File: config.mk
export PLATFORM = sky130hd
export DESIGN_NAME = burst_addr_gen
export DESIGN_NICKNAME = d
export VERILOG_FILES = /design/src/rtl/burst_addr_pkg.sv /design/src/rtl/burst_ctrl.sv /design/src/rtl/burst_datapath.sv /design/src/rtl/burst_addr_gen.sv
export SDC_FILE = /design/constraint.sdc
export NUM_CORES = 1
export LEC_CHECK = 0
export CAP_MARGIN = 0
export CORE_ASPECT_RATIO = 0.8
export CORE_MARGIN = 2
export CORE_UTILIZATION = 30
export DETAILED_ROUTE_END_ITERATION = 7
export DONT_BUFFER_PORTS = 1
export SYNTH_ARGS = -nofsm -noshare
export SYNTH_HDL_FRONTEND = slang
export SYNTH_HIERARCHICAL = 1
export SYNTH_SLANG_ARGS = --single-unit
File: constraint.sdc
create_clock -name clk -period 1.8 [get_ports clk]
set_input_delay 0 -clock clk [delete_from_list [all_inputs] [get_ports clk]]
set_output_delay 0 -clock clk [all_outputs]
set_load 0.01 [all_outputs]
File: src/rtl/burst_addr_pkg.sv
package burst_addr_pkg;
  typedef struct packed {
    logic load;
    logic step;
  } seqStrobes_t;
endpackage

File: src/rtl/burst_ctrl.sv
module burst_ctrl
  import burst_addr_pkg::*;
(
  input  logic        clk,
  input  logic        rstN,
  input  logic        holdEn,
  input  logic        advance,
  output seqStrobes_t strobes,
  output logic        activeQ
);
  always_comb begin
    strobes.load = !holdEn && !advance;
    strobes.step = !holdEn && advance && activeQ;
  end

  always_ff @(posedge clk or negedge rstN) begin
    if (!rstN)             activeQ <= 1'b0;
    else if (strobes.load) activeQ <= 1'b1;
  end
endmodule

File: src/rtl/burst_datapath.sv
module burst_datapath
  import burst_addr_pkg::*;
#(
  parameter int ADDR_W = 20,
  parameter int BEAT_W = 2
)(
  input  logic              clk,
  input  logic              rstN,
  input  seqStrobes_t       strobes,
  input  logic              orderSel,
  input  logic [ADDR_W-1:0] extAddr,
  output logic [ADDR_W-1:0] wordAddr,
  output logic [BEAT_W-1:0] beatQ
);
  localparam int UP_W = ADDR_W - BEAT_W;

  logic [ADDR_W-1:0] baseQ;
  logic [BEAT_W-1:0] linLow;
  logic [BEAT_W-1:0] xorLow;
  logic [BEAT_W-1:0] lowBits;

  always_ff @(posedge clk or negedge rstN) begin
    if (!rstN) begin
      baseQ <= '0;
      beatQ <= '0;
    end else if (strobes.load) begin
      baseQ <= extAddr;
      beatQ <= '0;
    end else if (strobes.step) begin
      beatQ <= beatQ + 1'b1;
    end
  end

  // The adder output is cut to BEAT_W bits, so it wraps with no carry out.
  assign linLow = baseQ[BEAT_W-1:0] + beatQ;

  for (genvar i = 0; i < BEAT_W; i++) begin : g_xorBit
    assign xorLow[i] = baseQ[i] ^ beatQ[i];
  end

  assign lowBits  = orderSel ? xorLow : linLow;
  assign wordAddr = {baseQ[ADDR_W-1 -: UP_W], lowBits};
endmodule

File: src/rtl/burst_addr_gen.sv
module burst_addr_gen
  import burst_addr_pkg::*;
#(
  parameter  int ADDR_W    = 20,
  parameter  int BURST_LEN = 4,
  localparam int BEAT_W    = $clog2(BURST_LEN)
)(
  input  logic              clk,
  input  logic              rstN,
  input  logic              holdEn,
  input  logic              advance,
  input  logic              orderSel,
  input  logic [ADDR_W-1:0] extAddr,
  output logic [ADDR_W-1:0] wordAddr,
  output logic [BEAT_W-1:0] beatCnt,
  output logic              burstActive
);
  seqStrobes_t strobes;

  burst_ctrl u_ctrl (
    .clk(clk), .rstN(rstN), .holdEn(holdEn), .advance(advance),
    .strobes(strobes), .activeQ(burstActive)
  );

  burst_datapath #(.ADDR_W(ADDR_W), .BEAT_W(BEAT_W)) u_dp (
    .clk(clk), .rstN(rstN), .strobes(strobes), .orderSel(orderSel),
    .extAddr(extAddr), .wordAddr(wordAddr), .beatQ(beatCnt)
  );
endmodule

==> impl_metrics.xml, run 1 <==
<?xml version="1.0" encoding="UTF-8"?>
<metrics>
  <group name="status">
    <metric name="status" unit="">complete, no violations</metric>
  </group>
  <group name="power">
    <metric name="standby_leakage_power" unit="nW">0.505</metric>
    <metric name="power_density" unit="nW/um^2">961</metric>
    <metric name="total_power" unit="mW">1.18</metric>
    <metric name="vdd_ir_drop_max" unit="mV">0.507</metric>
  </group>
  <group name="global_route">
    <metric name="grt_start_max_net_pins" unit="">24</metric>
    <metric name="track_usage" unit="%">9.65</metric>
    <metric name="grt_antenna_before_repair" unit="">0</metric>
    <metric name="grt_pass1_vias" unit="">622</metric>
    <metric name="grt_first_pass_wirelength" unit="microns">3000</metric>
    <metric name="globalRoute.totalOverflow" unit="">0</metric>
  </group>
  <group name="placement">
    <metric name="estimated_wirelength_of_the_detail_placed_design" unit="microns">1200</metric>
    <metric name="gpl.final_weighted_congestion" unit="">0.729</metric>
    <metric name="placement.io_buffers" unit="">0</metric>
    <metric name="place_area" unit="sq um">955</metric>
  </group>
  <group name="sta">
    <metric name="finalSetupTns" unit="ns">0</metric>
    <metric name="rsz0062_at_grt" unit="">false</metric>
    <metric name="maximum_clock_frequency" unit="GHz">0.756</metric>
    <metric name="slew_headroom" unit="%">30.4</metric>
    <metric name="fin_worst_skew" unit="ns">0.000247</metric>
    <metric name="final_critical_path_share_of_the_clock_period" unit="%">73.5</metric>
    <metric name="max_slew.worst_pin.slew" unit="ns">1.04</metric>
    <metric name="finalHoldViolations" unit="">0</metric>
    <metric name="timing.final.setup_violations" unit="">0</metric>
    <metric name="hold_slack" unit="ns">0.107</metric>
    <metric name="report.final.slew_viol_count" unit="">0</metric>
    <metric name="layout_min_cycle_time" unit="ns">1.32</metric>
  </group>
  <group name="clock_network">
    <metric name="cts_tree" unit="">yes</metric>
    <metric name="clk-insertion-delay-late" unit="ns">0.26</metric>
    <metric name="ctsResizeCount" unit="">0</metric>
    <metric name="total_clock_buffers_created_by_cts" unit="">3</metric>
    <metric name="cts_max_level" unit="">1</metric>
    <metric name="postCtsSetupBuffers" unit="">0</metric>
    <metric name="clock-root-buffer" unit="">sky130_fd_sc_hd__clkbuf_8</metric>
    <metric name="cts-root-to-sink-buffers" unit="">2</metric>
    <metric name="clk_pin_slew" unit="ns">0.08</metric>
    <metric name="clk_sinks" unit="">23</metric>
  </group>
  <group name="synthesis">
    <metric name="synthesis.nets" unit="">101</metric>
    <metric name="syn_inst" unit="">75</metric>
    <metric name="synth_area" unit="sq um">1050</metric>
    <metric name="avgSynthCellArea" unit="sq um">14.0</metric>
    <metric name="seq_area_frac_synth" unit="%">54.8</metric>
    <metric name="ys_seq_elements" unit="">23</metric>
    <metric name="yosysWarningCount" unit="">6</metric>
    <metric name="synth.distinct_cells" unit="">13</metric>
  </group>
  <group name="floorplanning">
    <metric name="initial_core_util" unit="%">30.9</metric>
    <metric name="die_x" unit="microns">70.1</metric>
    <metric name="core" unit="sq um">3400</metric>
    <metric name="fp.dieArea" unit="sq um">3990</metric>
    <metric name="pin_count" unit="">48</metric>
    <metric name="chipHeight" unit="microns">56.9</metric>
    <metric name="placementRows" unit="">19</metric>
  </group>
  <group name="setup_path">
    <metric name="start_kind" unit="">flop</metric>
    <metric name="critPathKind" unit="">reg2out</metric>
    <metric name="arrival" unit="ns">1.32</metric>
    <metric name="critical_path_required_time" unit="ns">1.80</metric>
    <metric name="timing.critical_path.to_type" unit="">output port</metric>
    <metric name="crit_path_max_fanout" unit="">5</metric>
  </group>
  <group name="route">
    <metric name="finalWirelength" unit="microns">1800</metric>
    <metric name="antenna_violating_nets_post_route" unit="">0</metric>
    <metric name="drt_iter0_drc" unit="">14</metric>
    <metric name="first_pass_iters" unit="">2</metric>
    <metric name="num_vias" unit="">553</metric>
    <metric name="drc" unit="">0</metric>
    <metric name="detail_route.wl_per_cell" unit="microns">14.4</metric>
    <metric name="via_cell_ratio" unit="">4.42</metric>
  </group>
  <group name="layout">
    <metric name="finalNetCount" unit="">110</metric>
    <metric name="final_area" unit="sq um">1230</metric>
    <metric name="layout-drive-gt1-share" unit="%">32.5</metric>
    <metric name="multi_input_area" unit="sq um">319</metric>
    <metric name="antenna_fix_cells" unit="">0</metric>
    <metric name="seqCellArea" unit="sq um">576</metric>
    <metric name="layout.core_utilization" unit="%">36.2</metric>
    <metric name="fillerInstances" unit="">339</metric>
    <metric name="area_growth" unit="%">17.3</metric>
  </group>
  <group name="min_path">
    <metric name="worst_hold_path_type" unit="">in2reg</metric>
  </group>
  <group name="flow_run">
    <metric name="maxCapViolations" unit="">0</metric>
  </group>
</metrics>
-- report_power, final --
part	internal [mW]	switching, mW	total [mW]
Sequential	0.593	0.0915	0.684
Combinational	0.118	0.0664	0.184
Clock	0.154	0.161	0.315
Total	0.865	0.319	1.18
-- registers in the layout, summed over array words and instances (netlist names) --
signal          count
u_dp/baseQ         20
u_dp/beatQ          2
u_ctrl/activeQ      1
-- worst paths after layout --
path,endpoint,depth (start not counted),startpoint,slack [ns]
worst max-delay path,wordAddr[1],3,u_dp/beatQ[0],0.48
worst min-delay path,u_dp/beatQ[1],3,advance,0.11
worst max register to register,u_ctrl/activeQ,2,u_ctrl/activeQ,0.52
worst min register to register,u_dp/baseQ[0],1,u_dp/baseQ[0],0.53
max in group asynchronous,u_dp/baseQ[18],1,rstN,0.80
min in group asynchronous,u_dp/baseQ[5],1,rstN,0.37
-- cells in the mapped netlist --
library cell | instances | area, sq um
sky130_fd_sc_hd__nand3b_1 | 1 | 7.51
sky130_fd_sc_hd__xnor2_1 | 3 | 26.3
sky130_fd_sc_hd__nor2b_1 | 1 | 6.26
sky130_fd_sc_hd__dfrtp_1 | 23 | 576
sky130_fd_sc_hd__nor2_1 | 2 | 7.51
sky130_fd_sc_hd__mux2_2 | 20 | 225
sky130_fd_sc_hd__buf_4 | 18 | 135
sky130_fd_sc_hd__a21bo_2 | 1 | 10.0
sky130_fd_sc_hd__o21bai_1 | 1 | 7.51
sky130_fd_sc_hd__buf_6 | 2 | 22.5
sky130_fd_sc_hd__ha_1 | 1 | 12.5
sky130_fd_sc_hd__a21oi_1 | 1 | 5.00
sky130_fd_sc_hd__and3b_1 | 1 | 8.76
-- routing by layer --
metal  up-vias  GRT usage, %  part of all wire, %  wire length [microns]
met4         0          2.47                 0.94                     17
met5         -             0                    0                      0
met2        21          17.6                   57                   1020
met3         2          3.95                  6.7                    120
met1       281          10.5                   36                    641
li1        249             -                    -                      -
-- critical path, cell delays in order (launching register included) --
cell and delay (ns):
sky130_fd_sc_hd__dfrtp_1 0.47, sky130_fd_sc_hd__ha_1 0.23, sky130_fd_sc_hd__nor2b_1 0.13, sky130_fd_sc_hd__xnor2_1 0.24
-- placed cells by master (no fill, tap or decap), drive strengths merged --
master and count:
o21bai 1, a21oi 1, dfrtp 23, nor2b 1
clkinv 1, xnor2 3, buf 1, a21bo 1
nor2 2, dlygate4sd3 23, clkbuf 3, and3b 1
ha 1, nand3b 1, mux2 20
-- repair_timing --
item | in CTS | in global routing
endpoints found under the hold margin | 44 | 0
hold buffers | 23 | 0
endpoints found under the setup margin | 0 | 0
-- cell families (layout without fill, tap and decap cells) --
group	count (synthesis)	count (layout)	synth area share, %
AND/OR/NAND/NOR	5	5	2.86
multiplexers	20	20	21.5
flip-flops	23	23	54.8
buffers and inverters	20	28	15.0
adder cells (fa/ha/maj)	1	1	1.19
XOR/XNOR	3	3	2.50
AO/OA/AOI/OAI	3	3	2.15
-- cell type report --
class	count	area share [%]
timing repair buffer	24	19.3
tap	42	4.27
multi-input combinational	32	25.9
clock inverter	1	0.407
clock buffer	3	3.35
sequential	23	46.7
-- metrics by stage --
stage	setup WS, ns	std cells
6_report	0.477	125
3_3_place_gp	0.765	98
2_1_floorplan	0.801	75
3_5_place_dp	0.754	98
5_1_grt	0.401	125
4_1_cts	0.445	125
Power figures use the tool's default switching activity.
==> run 2, diff against run 1 <==
Clock period 1.8 ns to 1.3 ns, I/O delays scaled along.
==> run 2 against run 1 <==
  * Global-route usage rose by 0.63 points
  * Non-clock buffer count rose by 1
  * Critical path type unchanged
  * Hold slack improved by 0.0015 ns
  * Highest routed layer unchanged
==> impl_metrics.xml, run 2 (synthesized netlist as in run 1, its figures left out) <==
<?xml version="1.0" encoding="UTF-8"?>
<metrics>
  <group name="floorplanning">
    <metric name="fp.dieArea" unit="sq um">3990</metric>
    <metric name="die_x" unit="microns">70.1</metric>
    <metric name="core" unit="sq um">3400</metric>
    <metric name="pin_count" unit="">48</metric>
    <metric name="placementRows" unit="">19</metric>
    <metric name="chipHeight" unit="microns">56.9</metric>
    <metric name="initial_core_util" unit="%">30.9</metric>
  </group>
  <group name="global_route">
    <metric name="globalRoute.totalOverflow" unit="">0</metric>
    <metric name="track_usage" unit="%">10.3</metric>
    <metric name="grt_first_pass_wirelength" unit="microns">3130</metric>
    <metric name="grt_antenna_before_repair" unit="">0</metric>
    <metric name="grt_start_max_net_pins" unit="">24</metric>
    <metric name="grt_pass1_vias" unit="">667</metric>
  </group>
  <group name="layout">
    <metric name="fillerInstances" unit="">318</metric>
    <metric name="largest_reg_flops" unit="">20</metric>
    <metric name="layout_commonest_cell" unit="">sky130_fd_sc_hd__dlygate4sd3_1</metric>
    <metric name="final_area" unit="sq um">1270</metric>
    <metric name="layout-drive-gt1-share" unit="%">38.1</metric>
    <metric name="finalNetCount" unit="">111</metric>
    <metric name="registers.top_by_ff_count" unit="">u_dp/baseQ</metric>
    <metric name="regs_by_ff_count" unit="">u_dp/baseQ: 20 flops, u_dp/beatQ: 2 flops, u_ctrl/activeQ: 1 flops</metric>
    <metric name="antenna_fix_cells" unit="">0</metric>
    <metric name="area_growth" unit="%">21.5</metric>
    <metric name="layout_common_cells" unit="">sky130_fd_sc_hd__dlygate4sd3_1, sky130_fd_sc_hd__dfrtp_1, sky130_fd_sc_hd__mux2_2, sky130_fd_sc_hd__clkbuf_8, sky130_fd_sc_hd__xnor2_1</metric>
  </group>
  <group name="clock_network">
    <metric name="clk_sinks" unit="">23</metric>
    <metric name="cts_tree" unit="">yes</metric>
    <metric name="clk-insertion-delay-late" unit="ns">0.26</metric>
    <metric name="cts-root-to-sink-buffers" unit="">2</metric>
    <metric name="total_clock_buffers_created_by_cts" unit="">3</metric>
    <metric name="clock-root-buffer" unit="">sky130_fd_sc_hd__clkbuf_8</metric>
    <metric name="cts_max_level" unit="">1</metric>
    <metric name="clk_pin_slew" unit="ns">0.08</metric>
  </group>
  <group name="route">
    <metric name="detail_route.wl_per_cell" unit="microns">14.9</metric>
    <metric name="finalWirelength" unit="microns">1880</metric>
    <metric name="drt_iter0_drc" unit="">7</metric>
    <metric name="drc" unit="">0</metric>
    <metric name="via_cell_ratio" unit="">4.48</metric>
    <metric name="antenna_violating_nets_post_route" unit="">0</metric>
    <metric name="num_vias" unit="">564</metric>
    <metric name="first_pass_iters" unit="">2</metric>
  </group>
  <group name="power">
    <metric name="internal_power" unit="mW">1.23</metric>
    <metric name="p_clk_share" unit="%">26.3</metric>
    <metric name="sw_share" unit="%">27.5</metric>
    <metric name="vdd_ir_drop_max" unit="mV">0.596</metric>
    <metric name="total_power" unit="mW">1.69</metric>
    <metric name="power_density" unit="nW/um^2">1330</metric>
    <metric name="p_seq_share" unit="%">56.5</metric>
    <metric name="pwr-share-comb" unit="%">17.2</metric>
    <metric name="standby_leakage_power" unit="nW">0.521</metric>
    <metric name="power_switching" unit="uW">465</metric>
  </group>
  <group name="min_path">
    <metric name="worst_hold_path_type" unit="">in2reg</metric>
    <metric name="hold_path_startpoint" unit="">advance</metric>
    <metric name="min_delay_path_depth" unit="">3</metric>
  </group>
  <group name="placement">
    <metric name="estimated_wirelength_of_the_detail_placed_design" unit="microns">1200</metric>
    <metric name="gpl.final_weighted_congestion" unit="">0.723</metric>
    <metric name="place_area" unit="sq um">955</metric>
    <metric name="placement.io_buffers" unit="">0</metric>
  </group>
  <group name="sta">
    <metric name="layout_min_cycle_time" unit="ns">1.23</metric>
    <metric name="report.final.slew_viol_count" unit="">0</metric>
    <metric name="final_critical_path_share_of_the_clock_period" unit="%">94.9</metric>
    <metric name="maximum_clock_frequency" unit="GHz">0.810</metric>
    <metric name="rsz0062_at_grt" unit="">false</metric>
    <metric name="slew_headroom" unit="%">81.4</metric>
    <metric name="fin_worst_skew" unit="ns">0.000552</metric>
    <metric name="max_slew.worst_pin.slew" unit="ns">0.278</metric>
    <metric name="finalHoldViolations" unit="">0</metric>
    <metric name="finalSetupTns" unit="ns">0</metric>
    <metric name="timing.final.setup_violations" unit="">0</metric>
  </group>
  <group name="setup_path">
    <metric name="critical_path_required_time" unit="ns">1.30</metric>
    <metric name="critical_path.reg2reg.startpoint" unit="">u_ctrl/activeQ</metric>
    <metric name="timing.critical_path.to_type" unit="">output port</metric>
    <metric name="start_kind" unit="">flop</metric>
    <metric name="critPathKind" unit="">reg2out</metric>
    <metric name="worst_reg_to_reg_cells" unit="">3</metric>
    <metric name="crit_start" unit="">u_dp/beatQ[0]</metric>
    <metric name="arrival" unit="ns">1.23</metric>
    <metric name="crit_path_max_fanout" unit="">5</metric>
  </group>
  <group name="status">
    <metric name="status" unit="">complete, no violations</metric>
  </group>
  <group name="flow_run">
    <metric name="maxCapViolations" unit="">0</metric>
  </group>
</metrics>
## run 2: cell count changes in the layout (fill, tap and decap cells not counted)
cell                      before  now
sky130_fd_sc_hd__xnor2_1       3    2
sky130_fd_sc_hd__ha_4          0    1
sky130_fd_sc_hd__xnor2_2       0    1
sky130_fd_sc_hd__ha_1          1    0
sky130_fd_sc_hd__buf_12        0    1
sky130_fd_sc_hd__dfrtp_2       0    1
sky130_fd_sc_hd__dfrtp_1      23   22
sky130_fd_sc_hd__nor2b_2       0    1
sky130_fd_sc_hd__nor2b_1       1    0
## run 2: per-layer routing
layer | vias to the layer above | routed length, microns | track usage, %
met2 | 21 | 1080 | 19.6
met5 | - | 0 | 0
li1 | 254 | - | -
met4 | 0 | 17 | 2.47
met3 | 2 | 113 | 4.49
met1 | 287 | 671 | 10.3
## run 2: final cells by class
type / count / area [sq um] / area share [%]
Clock buffer: 3 / 41.3 / 3.24
Clock inverter: 1 / 5.00 / 0.393
Multi-Input combinational cell: 32 / 342 / 26.8
Sequential cell: 23 / 577 / 45.2
Tap cell: 42 / 52.6 / 4.12
Timing Repair Buffer: 25 / 258 / 20.2
## run 2: worst max-delay path: stages (launching register included)
cell and delay (ns):
sky130_fd_sc_hd__dfrtp_2 0.48, sky130_fd_sc_hd__ha_4 0.17, sky130_fd_sc_hd__nor2b_2 0.15, sky130_fd_sc_hd__xnor2_2 0.17
## run 2: timing repair
action | in CTS | in global routing
hold buffers | 24 | 1
gates resized for setup | 5 | 0
pin swaps | 2 | 1
endpoints found under the hold margin | 44 | 1
setup buffers | 0 | 0
setup endpoints to repair | 1 | 2
## run 2: worst paths after layout
path,to,slack (ns)
worst max-delay path,wordAddr[1],0.07
worst max register to register,u_dp/beatQ[1],0.25
max in group asynchronous,u_dp/beatQ[0],0.99
min in group asynchronous,u_dp/baseQ[2],0.16
worst min register to register,u_dp/baseQ[1],0.56
worst min-delay path,u_dp/beatQ[1],0.11
## run 2: power by group through the flow
| stage | logic (mW) | clock network [mW] | registers (mW) |
|---|---|---|---|
| floorplan | 0.343 | 0 | 0.889 |
| global placement | 0.188 | 0 | 0.961 |
| detailed placement | 0.194 | 0 | 0.966 |
| CTS | 0.290 | 0.475 | 0.958 |
| global route | 0.319 | 0.513 | 0.972 |
| finish | 0.290 | 0.445 | 0.956 |
## run 2: stage by stage
step | cells | hold slack [ns] | util, % | setup WS (ns)
final | 126 | 0.109 | 37.5 | 0.0660
after global routing | 126 | 0.134 | 37.5 | 0.00995
after CTS | 126 | 0.0985 | 37.5 | 0.0256
after detailed placement | 98 | -0.295 | 28.1 | 0.254
after global placement | 98 | -0.295 | 28.1 | 0.265
after floorplan | 75 | -0.296 | - | 0.301
